**config.mk**
```make
export PLATFORM = sky130hd
export DESIGN_NAME = spi_shift_master
export DESIGN_NICKNAME = d
export VERILOG_FILES = /design/src/rtl/spi_shift_pkg.sv /design/src/rtl/spi_sclk_timer.sv /design/src/rtl/spi_frame_shifter.sv /design/src/rtl/spi_cs_driver.sv /design/src/rtl/spi_shift_master.sv
export SDC_FILE = /design/constraint.sdc
export NUM_CORES = 1
export LEC_CHECK = 0
export ABC_AREA = 1
export ABC_CLOCK_PERIOD_IN_PS = 5200
export CAP_MARGIN = 20
export CORE_MARGIN = 5
export CORE_UTILIZATION = 40
export CTS_CLUSTER_DIAMETER = 120
export DETAILED_ROUTE_END_ITERATION = 8
export PLACE_DENSITY_LB_ADDON = 0.25
export SETUP_SLACK_MARGIN = 0.2
export SYNTH_ARGS = -nofsm -noshare
export SYNTH_HDL_FRONTEND = slang
export SYNTH_SLANG_ARGS = --single-unit
```
**constraint.sdc**
```tcl
create_clock -name clk -period 5.2 [get_ports clk]
set_input_delay 1.04 -clock clk [delete_from_list [all_inputs] [get_ports clk]]
set_output_delay 1.04 -clock clk [all_outputs]
set_load 0.01 [all_outputs]
```
**src/rtl/spi_shift_pkg.sv**
```systemverilog
package spi_shift_pkg;

  localparam int WORD_W = 16;
  localparam int BITS_W = 5;
  localparam int EDGE_W = BITS_W + 1;

  typedef enum logic [1:0] {
    FSZ_4   = 2'd0,
    FSZ_8   = 2'd1,
    FSZ_16  = 2'd2,
    FSZ_16B = 2'd3
  } frame_code_e;

  // Number of bits in a frame for a given size code.
  function automatic logic [BITS_W-1:0] frame_bits(input logic [1:0] code);
    case (frame_code_e'(code))
      FSZ_4:   frame_bits = BITS_W'(4);
      FSZ_8:   frame_bits = BITS_W'(8);
      default: frame_bits = BITS_W'(16);
    endcase
  endfunction

  // Core clocks per half serial period: even divider, floor of two.
  function automatic int unsigned half_period(input int unsigned div);
    int unsigned even_div;
    even_div = div & 32'hFFFF_FFFE;
    if (even_div < 2) even_div = 2;
    half_period = even_div / 2;
  endfunction

  // Places the low n bits of a word at the top of the shift register.
  function automatic logic [WORD_W-1:0] align_msb(input logic [WORD_W-1:0] w,
                                                  input logic [BITS_W-1:0] n);
    align_msb = w << (WORD_W - int'(n));
  endfunction

  // Mask with the low n bits set.
  function automatic logic [WORD_W-1:0] low_mask(input logic [BITS_W-1:0] n);
    logic [WORD_W:0] wide;
    wide = ((WORD_W+1)'(1) << n) - (WORD_W+1)'(1);
    low_mask = wide[WORD_W-1:0];
  endfunction

endpackage

```
**src/rtl/spi_sclk_timer.sv**
```systemverilog
module spi_sclk_timer #(
  parameter int DIV_W = 16
) (
  input  logic             clk,
  input  logic             rst_n,
  input  logic             run,
  input  logic [DIV_W-1:0] divider,
  output logic             edge_tick
);
  import spi_shift_pkg::*;

  localparam int CNT_W = DIV_W;

  logic [CNT_W-1:0] cnt_q;
  logic [CNT_W-1:0] half_m1;

  always_comb begin
    half_m1   = CNT_W'(half_period(32'(divider)) - 1);
    edge_tick = run && (cnt_q == half_m1);
  end

  always_ff @(posedge clk or negedge rst_n) begin
    if (!rst_n) begin
      cnt_q <= '0;
    end else if (!run || edge_tick) begin
      cnt_q <= '0;
    end else begin
      cnt_q <= cnt_q + CNT_W'(1);
    end
  end

endmodule

```
**src/rtl/spi_frame_shifter.sv**
```systemverilog
module spi_frame_shifter (
  input  logic                              clk,
  input  logic                              rst_n,
  input  logic                              enable,
  input  logic                              cpol,
  input  logic                              cpha,
  input  logic [1:0]                        frame_code,
  input  logic                              tx_valid,
  input  logic [spi_shift_pkg::WORD_W-1:0]  tx_data,
  input  logic                              miso,
  input  logic                              edge_tick,
  output logic                              run,
  output logic                              tx_pop,
  output logic                              frame_done,
  output logic                              active,
  output logic                              sclk,
  output logic                              mosi,
  output logic                              rx_push,
  output logic [spi_shift_pkg::WORD_W-1:0]  rx_data
);
  import spi_shift_pkg::*;

  logic              active_q;
  logic              lvl_q;
  logic [EDGE_W-1:0] edge_q;
  logic [BITS_W-1:0] nbits_q;
  logic [WORD_W-1:0] tx_sr_q;
  logic [WORD_W-1:0] rx_sr_q;
  logic              mosi_q;
  logic              rx_push_q;
  logic [WORD_W-1:0] rx_data_q;

  logic [EDGE_W-1:0] edge_num;
  logic              odd_edge;
  logic              last_edge;
  logic              launch;
  logic              capture;
  logic              load;
  logic [WORD_W-1:0] rx_next;
  logic [BITS_W-1:0] load_bits;
  logic [WORD_W-1:0] load_word;

  always_comb begin
    run        = active_q && enable;
    edge_num   = edge_q + EDGE_W'(1);
    odd_edge   = edge_num[0];
    last_edge  = (edge_num == {nbits_q, 1'b0});
    capture    = edge_tick && (cpha ? !odd_edge : odd_edge);
    launch     = edge_tick && (cpha ? odd_edge : (!odd_edge && !last_edge));
    frame_done = edge_tick && last_edge;
    load       = enable && tx_valid && (!active_q || frame_done);
    rx_next    = capture ? {rx_sr_q[WORD_W-2:0], miso} : rx_sr_q;
    load_bits  = frame_bits(frame_code);
    load_word  = align_msb(tx_data, load_bits);
  end

  always_ff @(posedge clk or negedge rst_n) begin
    if (!rst_n) begin
      active_q  <= 1'b0;
      lvl_q     <= 1'b0;
      edge_q    <= '0;
      nbits_q   <= BITS_W'(8);
      tx_sr_q   <= '0;
      rx_sr_q   <= '0;
      mosi_q    <= 1'b0;
      rx_push_q <= 1'b0;
      rx_data_q <= '0;
    end else if (!enable) begin
      active_q  <= 1'b0;
      lvl_q     <= 1'b0;
      edge_q    <= '0;
      mosi_q    <= 1'b0;
      rx_push_q <= 1'b0;
    end else begin
      rx_push_q <= frame_done;
      if (frame_done) begin
        rx_data_q <= rx_next & low_mask(nbits_q);
      end
      if (edge_tick) begin
        lvl_q   <= ~lvl_q;
        edge_q  <= edge_num;
        rx_sr_q <= rx_next;
        if (launch) begin
          mosi_q  <= tx_sr_q[WORD_W-1];
          tx_sr_q <= tx_sr_q << 1;
        end
      end
      if (load) begin
        active_q <= 1'b1;
        lvl_q    <= 1'b0;
        edge_q   <= '0;
        nbits_q  <= load_bits;
        rx_sr_q  <= '0;
        if (cpha) begin
          tx_sr_q <= load_word;
        end else begin
          mosi_q  <= load_word[WORD_W-1];
          tx_sr_q <= load_word << 1;
        end
      end else if (frame_done) begin
        active_q <= 1'b0;
      end
    end
  end

  assign tx_pop  = load;
  assign active  = active_q;
  assign sclk    = cpol ^ lvl_q;
  assign mosi    = mosi_q;
  assign rx_push = rx_push_q;
  assign rx_data = rx_data_q;

endmodule

```
**src/rtl/spi_cs_driver.sv**
```systemverilog
module spi_cs_driver #(
  parameter int NUM_CS = 2
) (
  input  logic              clk,
  input  logic              rst_n,
  input  logic [NUM_CS-1:0] slave_mask,
  output logic [NUM_CS-1:0] cs_n
);

  for (genvar i = 0; i < NUM_CS; i++) begin : g_sel
    logic sel_n_q;
    always_ff @(posedge clk or negedge rst_n) begin
      if (!rst_n) sel_n_q <= 1'b1;
      else        sel_n_q <= ~slave_mask[i];
    end
    assign cs_n[i] = sel_n_q;
  end

endmodule

```
**src/rtl/spi_shift_master.sv**
```systemverilog
module spi_shift_master #(
  parameter int DIV_W  = 16,
  parameter int NUM_CS = 2
) (
  input  logic              clk,
  input  logic              rst_n,
  input  logic              cfg_enable,
  input  logic              cfg_cpol,
  input  logic              cfg_cpha,
  input  logic [1:0]        cfg_frame_size,
  input  logic [DIV_W-1:0]  cfg_divider,
  input  logic [NUM_CS-1:0] cfg_slave_mask,
  input  logic              tx_valid,
  input  logic [15:0]       tx_data,
  output logic              tx_ready,
  output logic              rx_push,
  output logic [15:0]       rx_data,
  output logic              sclk,
  output logic              mosi,
  input  logic              miso,
  output logic [NUM_CS-1:0] cs_n,
  output logic              busy
);

  // Named internal events, observed by the bound checker.
  logic edge_tick;
  logic frame_done;
  logic shift_run;
  logic shift_active;

  spi_sclk_timer #(.DIV_W(DIV_W)) u_timer (
    .clk       (clk),
    .rst_n     (rst_n),
    .run       (shift_run),
    .divider   (cfg_divider),
    .edge_tick (edge_tick)
  );

  spi_frame_shifter u_shifter (
    .clk        (clk),
    .rst_n      (rst_n),
    .enable     (cfg_enable),
    .cpol       (cfg_cpol),
    .cpha       (cfg_cpha),
    .frame_code (cfg_frame_size),
    .tx_valid   (tx_valid),
    .tx_data    (tx_data),
    .miso       (miso),
    .edge_tick  (edge_tick),
    .run        (shift_run),
    .tx_pop     (tx_ready),
    .frame_done (frame_done),
    .active     (shift_active),
    .sclk       (sclk),
    .mosi       (mosi),
    .rx_push    (rx_push),
    .rx_data    (rx_data)
  );

  spi_cs_driver #(.NUM_CS(NUM_CS)) u_cs (
    .clk        (clk),
    .rst_n      (rst_n),
    .slave_mask (cfg_slave_mask),
    .cs_n       (cs_n)
  );

  assign busy = shift_active || (cfg_enable && tx_valid);

endmodule

```
# Word-level counts from Yosys, hierarchy flattened
# Index checks and enable logic that the tools add are counted.
[op_classes] n_lt_le_gt_ge=1 mux=27 shift=2 n_bitwise=5 eq_ne=5 reduce_logical=22 n_addsub=5
[op_table] operator="16-bit 2-to-1 mux" count=9
[op_table] operator="16-bit by 32-bit << shifter with 16-bit output" count=1
[op_table] operator="6-bit 2-to-1 mux" count=3
[op_table] operator="16-bit by 1-bit adder with 16-bit output (second input constant)" count=1
[op_table] operator="16-bit AND" count=1
[op_table] operator="16-bit == test" count=1
[op_table] operator="16-bit by 2-bit less-than comparator with 1-bit output (second input constant)" count=1
[op_table] operator="1-bit by 5-bit << shifter with 16-bit output (first input constant)" count=1
[op_table] operator="16-bit by 1-bit subtractor with 16-bit output (second input constant)" count=1
[op_table] operator="16-bit by 2-bit subtractor with 16-bit output (second input constant)" count=1
[op_table] operator="1-bit 2-to-1 mux" count=14
[op_table] operator="5-bit one-hot mux with 2 select lines" count=1
[op_table] operator="1-bit logical AND" count=8
[op_table] operator="6-bit by 1-bit adder with 6-bit output (second input constant)" count=1
[op_table] operator="6-bit == test" count=1
[op_table] operator="3-bit by 1-bit != test with 1-bit output (second input constant)" count=2
[op_table] operator="2-bit AND reduction" count=3
[op_table] operator="5-bit by 5-bit subtractor with 6-bit output (first input constant)" count=1
[op_table] operator="1-bit logical NOT" count=4
[op_table] operator="2-bit nonzero test" count=2
[op_table] operator="1-bit logical OR" count=3
[op_table] operator="1-bit inverter" count=3
[op_table] operator="3-bit AND reduction" count=1
[op_table] operator="2-bit by 1-bit == test with 1-bit output (second input constant)" count=1
[op_table] operator="2 further kinds" count=2
[totals] register_bits=81 input_bits=43

# Depth between registers and ports, before layout
# Gate-level depths: netlist of the first run.
[depth] ltp_word=11 mapped_depth=25 depth_no_buf=24

# Hierarchy
# From an unflattened synthesis of the first run, not the netlist that was laid out.
[unflattened] hier_cells=719 hier_area_um2=5171.2
[modules_own_cells] mod="spi_frame_shifter" area_per_inst_um2=3657.3 cells_each=513 instances=1
[modules_own_cells] mod="spi_sclk_timer" area_per_inst_um2=1427.6 cells_each=197 instances=1
[modules_own_cells] mod="spi_cs_driver" area_per_inst_um2=75.1 cells_each=6 instances=1
[modules_own_cells] mod="spi_shift_master" area_per_inst_um2=11.3 cells_each=3 instances=1

# Least setup slack after synthesis of the first run
# Ideal clock, no wire load.
[synth_path] path_type="in2out" start="in cfg_divider[13]" end="out tx_ready" path_slack_ns=0.827 stages=21 arrival_time_ns=3.333 path_buffers=2 cell_sequence="buf_6 > nor2_1 > nand2_1 > nor2_1 > nand2_2 > nand2_1 > inv_1 > ha_1 > nand2_1 > nor2_4 > nand3_1 > xor2_1 > nand2_1 > inv_1 > nand3_2 > nor2_2 > nand4_4 > nand2_4 > nand2_4 > inv_2 > buf_4"
[synth_between] elab_chain_len=8
[synth_rtl] item="from (decl)" line="spi_shift_master.sv:11" rtl="input logic [DIV_W-1:0] cfg_divider,"
[synth_rtl] item="16-bit by 2-bit less-than comparator with 1-bit output" line="spi_shift_pkg.sv:27" rtl="if (even_div < 2) even_div = 2;"
[synth_rtl] item="16-bit 2-to-1 mux *" line="spi_shift_pkg.sv:27"
[synth_rtl] item="16-bit by 1-bit subtractor with 16-bit output *" line="spi_sclk_timer.sv:18" rtl="half_m1 = CNT_W'(half_period(32'(divider)) - 1);"
[synth_rtl] item="16-bit == test *" line="spi_sclk_timer.sv:19" rtl="edge_tick = run && (cnt_q == half_m1);"
[synth_rtl] item="1-bit logical AND *" line="spi_sclk_timer.sv:19"
[synth_rtl] item="1-bit logical AND *" line="spi_frame_shifter.sv:50" rtl="frame_done = edge_tick && last_edge;"
[synth_rtl] item="1-bit logical OR *" line="spi_frame_shifter.sv:51" rtl="load = enable && tx_valid && (!active_q || frame_done);"
[synth_rtl] item="1-bit logical AND *" line="spi_frame_shifter.sv:51"
[synth_rtl] item="to (decl)" line="spi_shift_master.sv:15" rtl="output logic tx_ready,"
# Every way passes the cells marked *; elsewhere a longest branch is shown, timed or not.

# Final worst setup path of the first run
# Ends and elaborated chain as after synthesis.

==> results.py, run 1 <==
metrics = {
    "status": {
        "status": "finished clean",
    },
    "floorplan": {
        "num_rows": 41,
        "io_pins": 66,
        "dieArea_mm2": 0.0152,
        "start_util_pct": 40.6,
        "core_area_mm2": 0.0126,
        "die_width_um": 123,
        "fp.dieH_um": 123,
    },
    "setup_path": {
        "cp_common_cell": "nand2_1",
        "start_kind": "input pin",
        "end_kind": "output pin",
        "worst_ep_arrival_time_ns": 3.67,
        "reg2reg_depth": 14,
        "crit_path_max_incr_delay_ns": 0.43,
        "cp_max_fo": 3,
        "critPathKind": "in2out",
        "critical_path_required_ns": 4.16,
        "r2r_slack_ns": 2.63,
        "r2r_start": "u_shifter.edge_q[0]",
        "slowest_stage": "clkdlybuf4s50_1",
        "path_cells": "clkdlybuf4s50_1 -> nor2_1 -> nand2_1 -> nor2_2 -> nand2_2 -> nand2_1 -> inv_1 -> ha_1 -> xor2_1 -> xnor2_1 -> nand2_1 -> nor2_2 -> nand3_2 -> nor3_4 -> nand4_4 -> nand2_4 -> nand2_4 -> inv_2 -> clkbuf_2",
        "timing.rr.end": "u_shifter.tx_sr_q[5]",
    },
    "layout": {
        "area_delta_synth_final_pct": 25.9,
        "final_nets": 860,
        "final_core_util_pct": 51.2,
        "multi_input_area_mm2": 0.00263,
        "diodes": 0,
        "n_fill_cell": 1275,
        "layout_common_cells": "218 x nand2_1, 99 x inv_1, 76 x dfrtp_1",
        "stdcell_count": 989,
        "layout_commonest_cell": "nand2_1",
        "layout-drive-gt1-share_pct": 9.91,
        "regArea_mm2": 0.00198,
    },
    "yosys": {
        "synth_top_flop_cell": "dfrtp_1",
        "yosysSeqAreaShare_pct": 38.6,
        "synth.distinct_cells": 41,
        "syn_avg_cell_area_um2": 7.04,
        "synth-seq-cells": 79,
        "synthesis.nets": 776,
        "synth-async-reset-ratio_pct": 100,
        "netlist_instances": 728,
        "syn-cell-area_mm2": 0.00513,
        "synth_edf_count": 0,
        "yosys_warnings": 0,
    },
    "placement": {
        "dpl.hpwl_mm": 9.44,
        "io_buffers": 64,
        "place.gp.congestion": 0.863,
        "placed_cells": 970,
    },
    "worst_hold_path": {
        "whs_path_depth": 2,
        "hold_class": "reg2reg",
        "holdPathEnd": "u_shifter.rx_data[2]",
        "min_from": "u_shifter.rx_data[2]",
    },
    "global_routing": {
        "grt_util_all_layers_pct": 17.3,
        "grt_pass1_wl_mm": 21.3,
        "antenna_found_initial": 0,
        "grt_pass1_vias": 4624,
        "grt_overflow_total": 0,
        "grt_max_degree": 80,
    },
    "clock_tree": {
        "cts.path.max_buffers": 2,
        "clk_latency_ns": 0.34,
        "clk_pin_slew_ns": 0.06,
        "root_buffer": "clkbuf_16",
        "cts_tree": "yes",
        "hold_buffers": 0,
        "cts-htree-levels": 3,
        "cts_sinks": 79,
        "cts-buffers-inserted": 9,
    },
    "route": {
        "wl_per_cell_um": 12.6,
        "wl_mm": 12.5,
        "first_pass_iters": 4,
        "drc": 0,
        "routed_via_density": 4.87,
        "num_vias": 4812,
        "postRouteAntennaNets": 0,
        "drtIter0Drc": 275,
    },
    "sta": {
        "tightest_slew_ns": 0.624,
        "max_freq_ghz": 0.212,
        "finalSetupTns_ns": 0,
        "final-setup-viol-count": 0,
        "hold_viol": 0,
        "fin_crit_ns": 4.71,
        "finalMaxSlewViolations": 0,
        "rsz0062_at_grt": "no",
        "clock_skew_ns": 0.00800,
        "relSlewSlack_pct": 58.4,
        "fin_crit_sh_pct": 90.7,
    },
    "power": {
        "seqPwrFrac_pct": 42.3,
        "power.leakage_nw": 3.23,
        "max-vdd-ir-drop_uv": 127,
        "p_switching_uw": 411,
        "internal_power_mw": 1.17,
        "p_per_area_mw_per_mm2": 245,
        "p_clk_share_pct": 43.1,
        "power.share.combinational_pct": 14.6,
        "total_power_mw": 1.58,
        "netSwitchingFraction_pct": 25.9,
    },
    "job": {
        "cap_viol_max_count": 0,
    },
}
[worst max path at each step]
stage,startpoint,endpoint,slack (ns),cells after the start
2_1_floorplan,cfg_divider[13],tx_ready,0.83,21
3_3_place_gp,cfg_divider[15],tx_ready,0.03,19
3_5_place_dp,cfg_divider[13],tx_ready,-0.02,19
4_1_cts,cfg_divider[13],tx_ready,0.32,19
5_1_grt,cfg_divider[15],tx_ready,0.21,19
6_report,cfg_divider[13],tx_ready,0.49,19
[worst max-delay path, delay by kind of cell]
kind                     cells  cell delay, ns
adder cells (fa/ha/maj)      1            0.23
AND/OR/NAND/NOR             12            1.43
buffers and inverters        4            0.66
XOR/XNOR                     2            0.30
[area by class of cell]
class                           count  share of cell area, %
Sequential cell                    79                   30.7
Clock inverter                      6                   1.43
Multi-Input combinational cell    521                   40.8
Tap cell                          172                   3.33
Timing Repair Buffer              101                   14.4
Inverter                          100                   5.82
Clock buffer                       10                   3.55
[stage by stage]
stage / hold WS [ns] / worst slack, ns / cell area (µm²)
5_1_grt: 0.508 / 0.210 / 6450
2_1_floorplan: 0.473 / 0.827 / 5130
3_5_place_dp: 0.465 / -0.0235 / 6070
4_1_cts: 0.482 / 0.317 / 6430
6_report: 0.476 / 0.486 / 6450
3_3_place_gp: 0.466 / 0.0290 / 6070
[per-layer routing]
metal	vias to the layer above	GRT usage, %	wire [µm]
li1	2479	-	-
met1	2238	22.5	5650
met2	84	29.2	6100
met3	11	3.39	536
met4	0	5.54	225
met5	-	0	0
[registers in the layout, indices dropped and copies added (netlist names)]
name and cells:
u_shifter.rx_data 16, u_shifter.rx_sr_q 16, u_shifter.tx_sr_q 16, u_timer.cnt_q 16, u_shifter.edge_q 6, u_shifter.nbits_q 3
u_cs.g_sel.sel_n_q 2, u_shifter.active 1, u_shifter.lvl_q 1, u_shifter.mosi 1, u_shifter.rx_push 1
[power by group through the flow]
| stage | Clock, mW | Combinational, mW | Sequential (mW) |
|---|---|---|---|
| final | 0.682 | 0.231 | 0.670 |
| after global routing | 0.716 | 0.262 | 0.674 |
| after CTS | 0.694 | 0.231 | 0.670 |
| after detailed placement | 0 | 0.228 | 0.681 |
| after global placement | 0 | 0.224 | 0.679 |
| after floorplan | 0 | 0.137 | 0.674 |
[what timing repair did]
| item | CTS | global route |
|---|---|---|
| resized for setup | 7 | 2 |
| setup buffers | 2 | 0 |
| pin swaps | 2 | 3 |
| setup endpoints to repair | 1 | 1 |
[cell families after synthesis]
logic type / synth area share (%)
flops: 38.6
buf+inv: 10.5
compound gates: 6.56
fa+ha+maj: 1.22
simple gates: 37.0
mux: 0.195
xor+xnor: 5.83
[cell usage after synthesis (3+ instances only)]
| cell type | n | area share (%) |
|---|---|---|
| inv_1 | 99 | 7.2 |
| a21oi_1 | 12 | 1.2 |
| xor2_1 | 24 | 4.1 |
| clkbuf_1 | 11 | 0.81 |
| nor3b_1 | 8 | 1.2 |
| nand3b_1 | 4 | 0.59 |
| dfstp_2 | 3 | 1.5 |
| buf_4 | 3 | 0.44 |
| xnor2_1 | 5 | 0.85 |
| or2_2 | 3 | 0.37 |
| nor2_1 | 59 | 4.3 |
| nand2_1 | 219 | 16 |
| nor3_1 | 11 | 1.1 |
| o21ai_1 | 16 | 1.6 |
| ha_1 | 5 | 1.2 |
| buf_6 | 5 | 1.1 |
| a31oi_1 | 4 | 0.49 |
| o21ai_0 | 25 | 2.4 |
| nor2_2 | 5 | 0.61 |
| buf_2 | 8 | 0.78 |
| nand3_1 | 71 | 6.9 |
| nand4_1 | 28 | 3.4 |
| dfrtp_1 | 76 | 37 |
No activity file was read; power rests on OpenSTA's default activity.
==> run 2: changes to the inputs <==
CORE_MARGIN = default   (was 5)
==> run 2 against run 1 <==
Effect of this change: clock skew is 0.0015 ns higher; clock power down 10%; worst hold slack about the same; sequential power about the same; highest routed layer unchanged; fmax barely moved; die area fell by 13%; final cell count decreased by 0.61%; final area decreased by 0.31%; count of clock-buffer cells in the layout rose by 1; critical endpoint unchanged.
==> results.py, run 2 (synthesis results as in run 1) <==
metrics = {
    "status": {
        "status": "finished clean",
    },
    "worst_hold_path": {
        "hold_class": "reg2reg",
        "min_from": "u_shifter.rx_data[4]",
    },
    "floorplan": {
        "dieArea_mm2": 0.0133,
        "io_pins": 66,
        "start_util_pct": 41.8,
        "die_width_um": 115,
        "core_area_mm2": 0.0123,
        "num_rows": 40,
        "fp.dieH_um": 115,
    },
    "route": {
        "wl_per_cell_um": 12.6,
        "drc": 0,
        "drtIter0Drc": 292,
        "first_pass_iters": 5,
        "wl_mm": 12.3,
        "routed_via_density": 4.90,
        "num_vias": 4819,
        "postRouteAntennaNets": 0,
    },
    "placement": {
        "dp_slack_ns": -0.0436,
        "place.gp.congestion": 0.906,
        "placed_cells": 965,
        "dpl.hpwl_mm": 9.05,
        "io_buffers": 64,
    },
    "clock_tree": {
        "cts_sinks": 79,
        "cts_tree": "yes",
        "clk_latency_ns": 0.34,
        "cts-buffers-inserted": 9,
        "cts.path.max_buffers": 2,
        "root_buffer": "clkbuf_16",
        "hold_buffers": 0,
        "cts-htree-levels": 3,
        "clk_pin_slew_ns": 0.06,
    },
    "layout": {
        "final_nets": 858,
        "layout_commonest_cell": "nand2_1",
        "layout_common_cells": "219 x nand2_1, 99 x inv_1, 76 x dfrtp_1",
        "stdcell_count": 983,
        "final_core_util_pct": 52.5,
        "layout-drive-gt1-share_pct": 10.1,
        "diodes": 0,
        "area_delta_synth_final_pct": 25.5,
    },
    "sta": {
        "fin_crit_ns": 4.71,
        "fin_crit_sh_pct": 90.6,
        "relSlewSlack_pct": 57.3,
        "rsz0062_at_grt": "no",
        "finalMaxSlewViolations": 0,
        "max_freq_ghz": 0.212,
        "tightest_slew_ns": 0.638,
        "hold_viol": 0,
        "final-setup-viol-count": 0,
        "layout_setup_ws_ns": 0.490,
        "clock_skew_ns": 0.00953,
    },
    "setup_path": {
        "crit_start": "cfg_divider[5]",
        "critical_path_required_ns": 4.16,
        "crit_path_max_incr_delay_ns": 0.49,
        "start_kind": "input pin",
        "cp_num_buf_inv": 5,
        "r2r_start": "u_shifter.edge_q[0]",
        "worst_ep_arrival_time_ns": 3.67,
        "critPathKind": "in2out",
        "cp_max_fo": 6,
        "crit_family": "simple AND/OR/NAND/NOR gates",
        "end_kind": "output pin",
        "path_cells": "clkdlybuf4s50_1 -> nor2_1 -> nand2_1 -> nor2_1 -> nand2_2 -> nand2_1 -> inv_1 -> ha_2 -> nand2_1 -> nor2_4 -> nand2_2 -> xor2_1 -> nand2_1 -> nand2_1 -> inv_1 -> nand3_2 -> nor2_4 -> nand4_4 -> nand2_4 -> nand2_4 -> inv_2 -> clkbuf_2",
        "cp_common_cell": "nand2_1",
        "slowest_stage": "clkdlybuf4s50_1",
    },
    "global_routing": {
        "grt_pass1_vias": 4722,
        "antenna_found_initial": 0,
        "grt_util_all_layers_pct": 20.0,
        "grt_pass1_wl_mm": 21.1,
        "grt_overflow_total": 0,
        "grt_max_degree": 80,
    },
    "power": {
        "max-vdd-ir-drop_uv": 118,
        "p_per_area_mw_per_mm2": 235,
        "power.leakage_nw": 3.21,
    },
    "job": {
        "cap_viol_max_count": 0,
    },
}
run 2: changes by cell type in the layout (fill, tap and decap cells not counted), sizes merged:
cell,before,now
clkinvlp,2,1
bufinv,2,1
clkinv,0,2
clkbuf,11,12
inv,102,101
buf,38,36
run 2: timing repair:
item,CTS,global route
setup buffers,1,0
pin swaps,2,3
resized for setup,8,5
endpoints found under the setup margin,1,1
run 2: routing by layer:
| metal | GRT usage, % | vias to the layer above | wire [µm] |
|---|---|---|---|
| met5 | 0 | - | 0 |
| met4 | 6.41 | 0 | 204 |
| met3 | 3.58 | 14 | 500 |
| met2 | 35.4 | 102 | 6110 |
| met1 | 24.7 | 2227 | 5530 |
| li1 | - | 2476 | - |
run 2: final timing paths:
check / endpoint / slack, ns / cells past startpoint
setup / recovery: tx_ready / 0.49 / 22
hold / removal: u_shifter.rx_data[4] / 0.48 / 2
setup reg to reg: u_shifter.tx_sr_q[10] / 2.59 / 13
hold reg to reg: u_shifter.rx_data[4] / 0.48 / 2
max in group asynchronous: u_cs.g_sel[0].sel_n_q / 3.92 / 2
min in group asynchronous: u_shifter.rx_data[4] / 0.67 / 1
run 2: tightest hold or removal path, delay by kind of cell (launching register included):
kind             cells  cell delay (ns)
flip-flops           1             0.34
AND/OR/NAND/NOR      2             0.10
run 2: layout make-up:
class / count / area (µm²)
multi-input cells: 521 / 2660
fillers: 1217 / 5830
clock inverters: 5 / 56.3
inverters: 100 / 375
clock buffers: 11 / 233
flip-flops and latches: 79 / 1980
repair buffers: 99 / 916
well taps: 168 / 210
run 2: power breakdown:
group / total [mW] / internal (mW) / switching [mW]
sequential: 0.670 / 0.647 / 0.0226
combinational: 0.233 / 0.103 / 0.130
clock: 0.613 / 0.372 / 0.241
total: 1.52 / 1.12 / 0.394
run 2: stage by stage:
step | hold slack, ns | power, mW | instance area, µm² | setup TNS [ns]
4_1_cts | 0.482 | 1.53 | 6390 | 0
3_5_place_dp | 0.464 | 0.907 | 6060 | -0.0436
6_report | 0.476 | 1.52 | 6430 | 0
2_1_floorplan | 0.473 | 0.811 | 5130 | 0
5_1_grt | 0.496 | 1.59 | 6430 | 0
3_3_place_gp | 0.466 | 0.901 | 6060 | 0
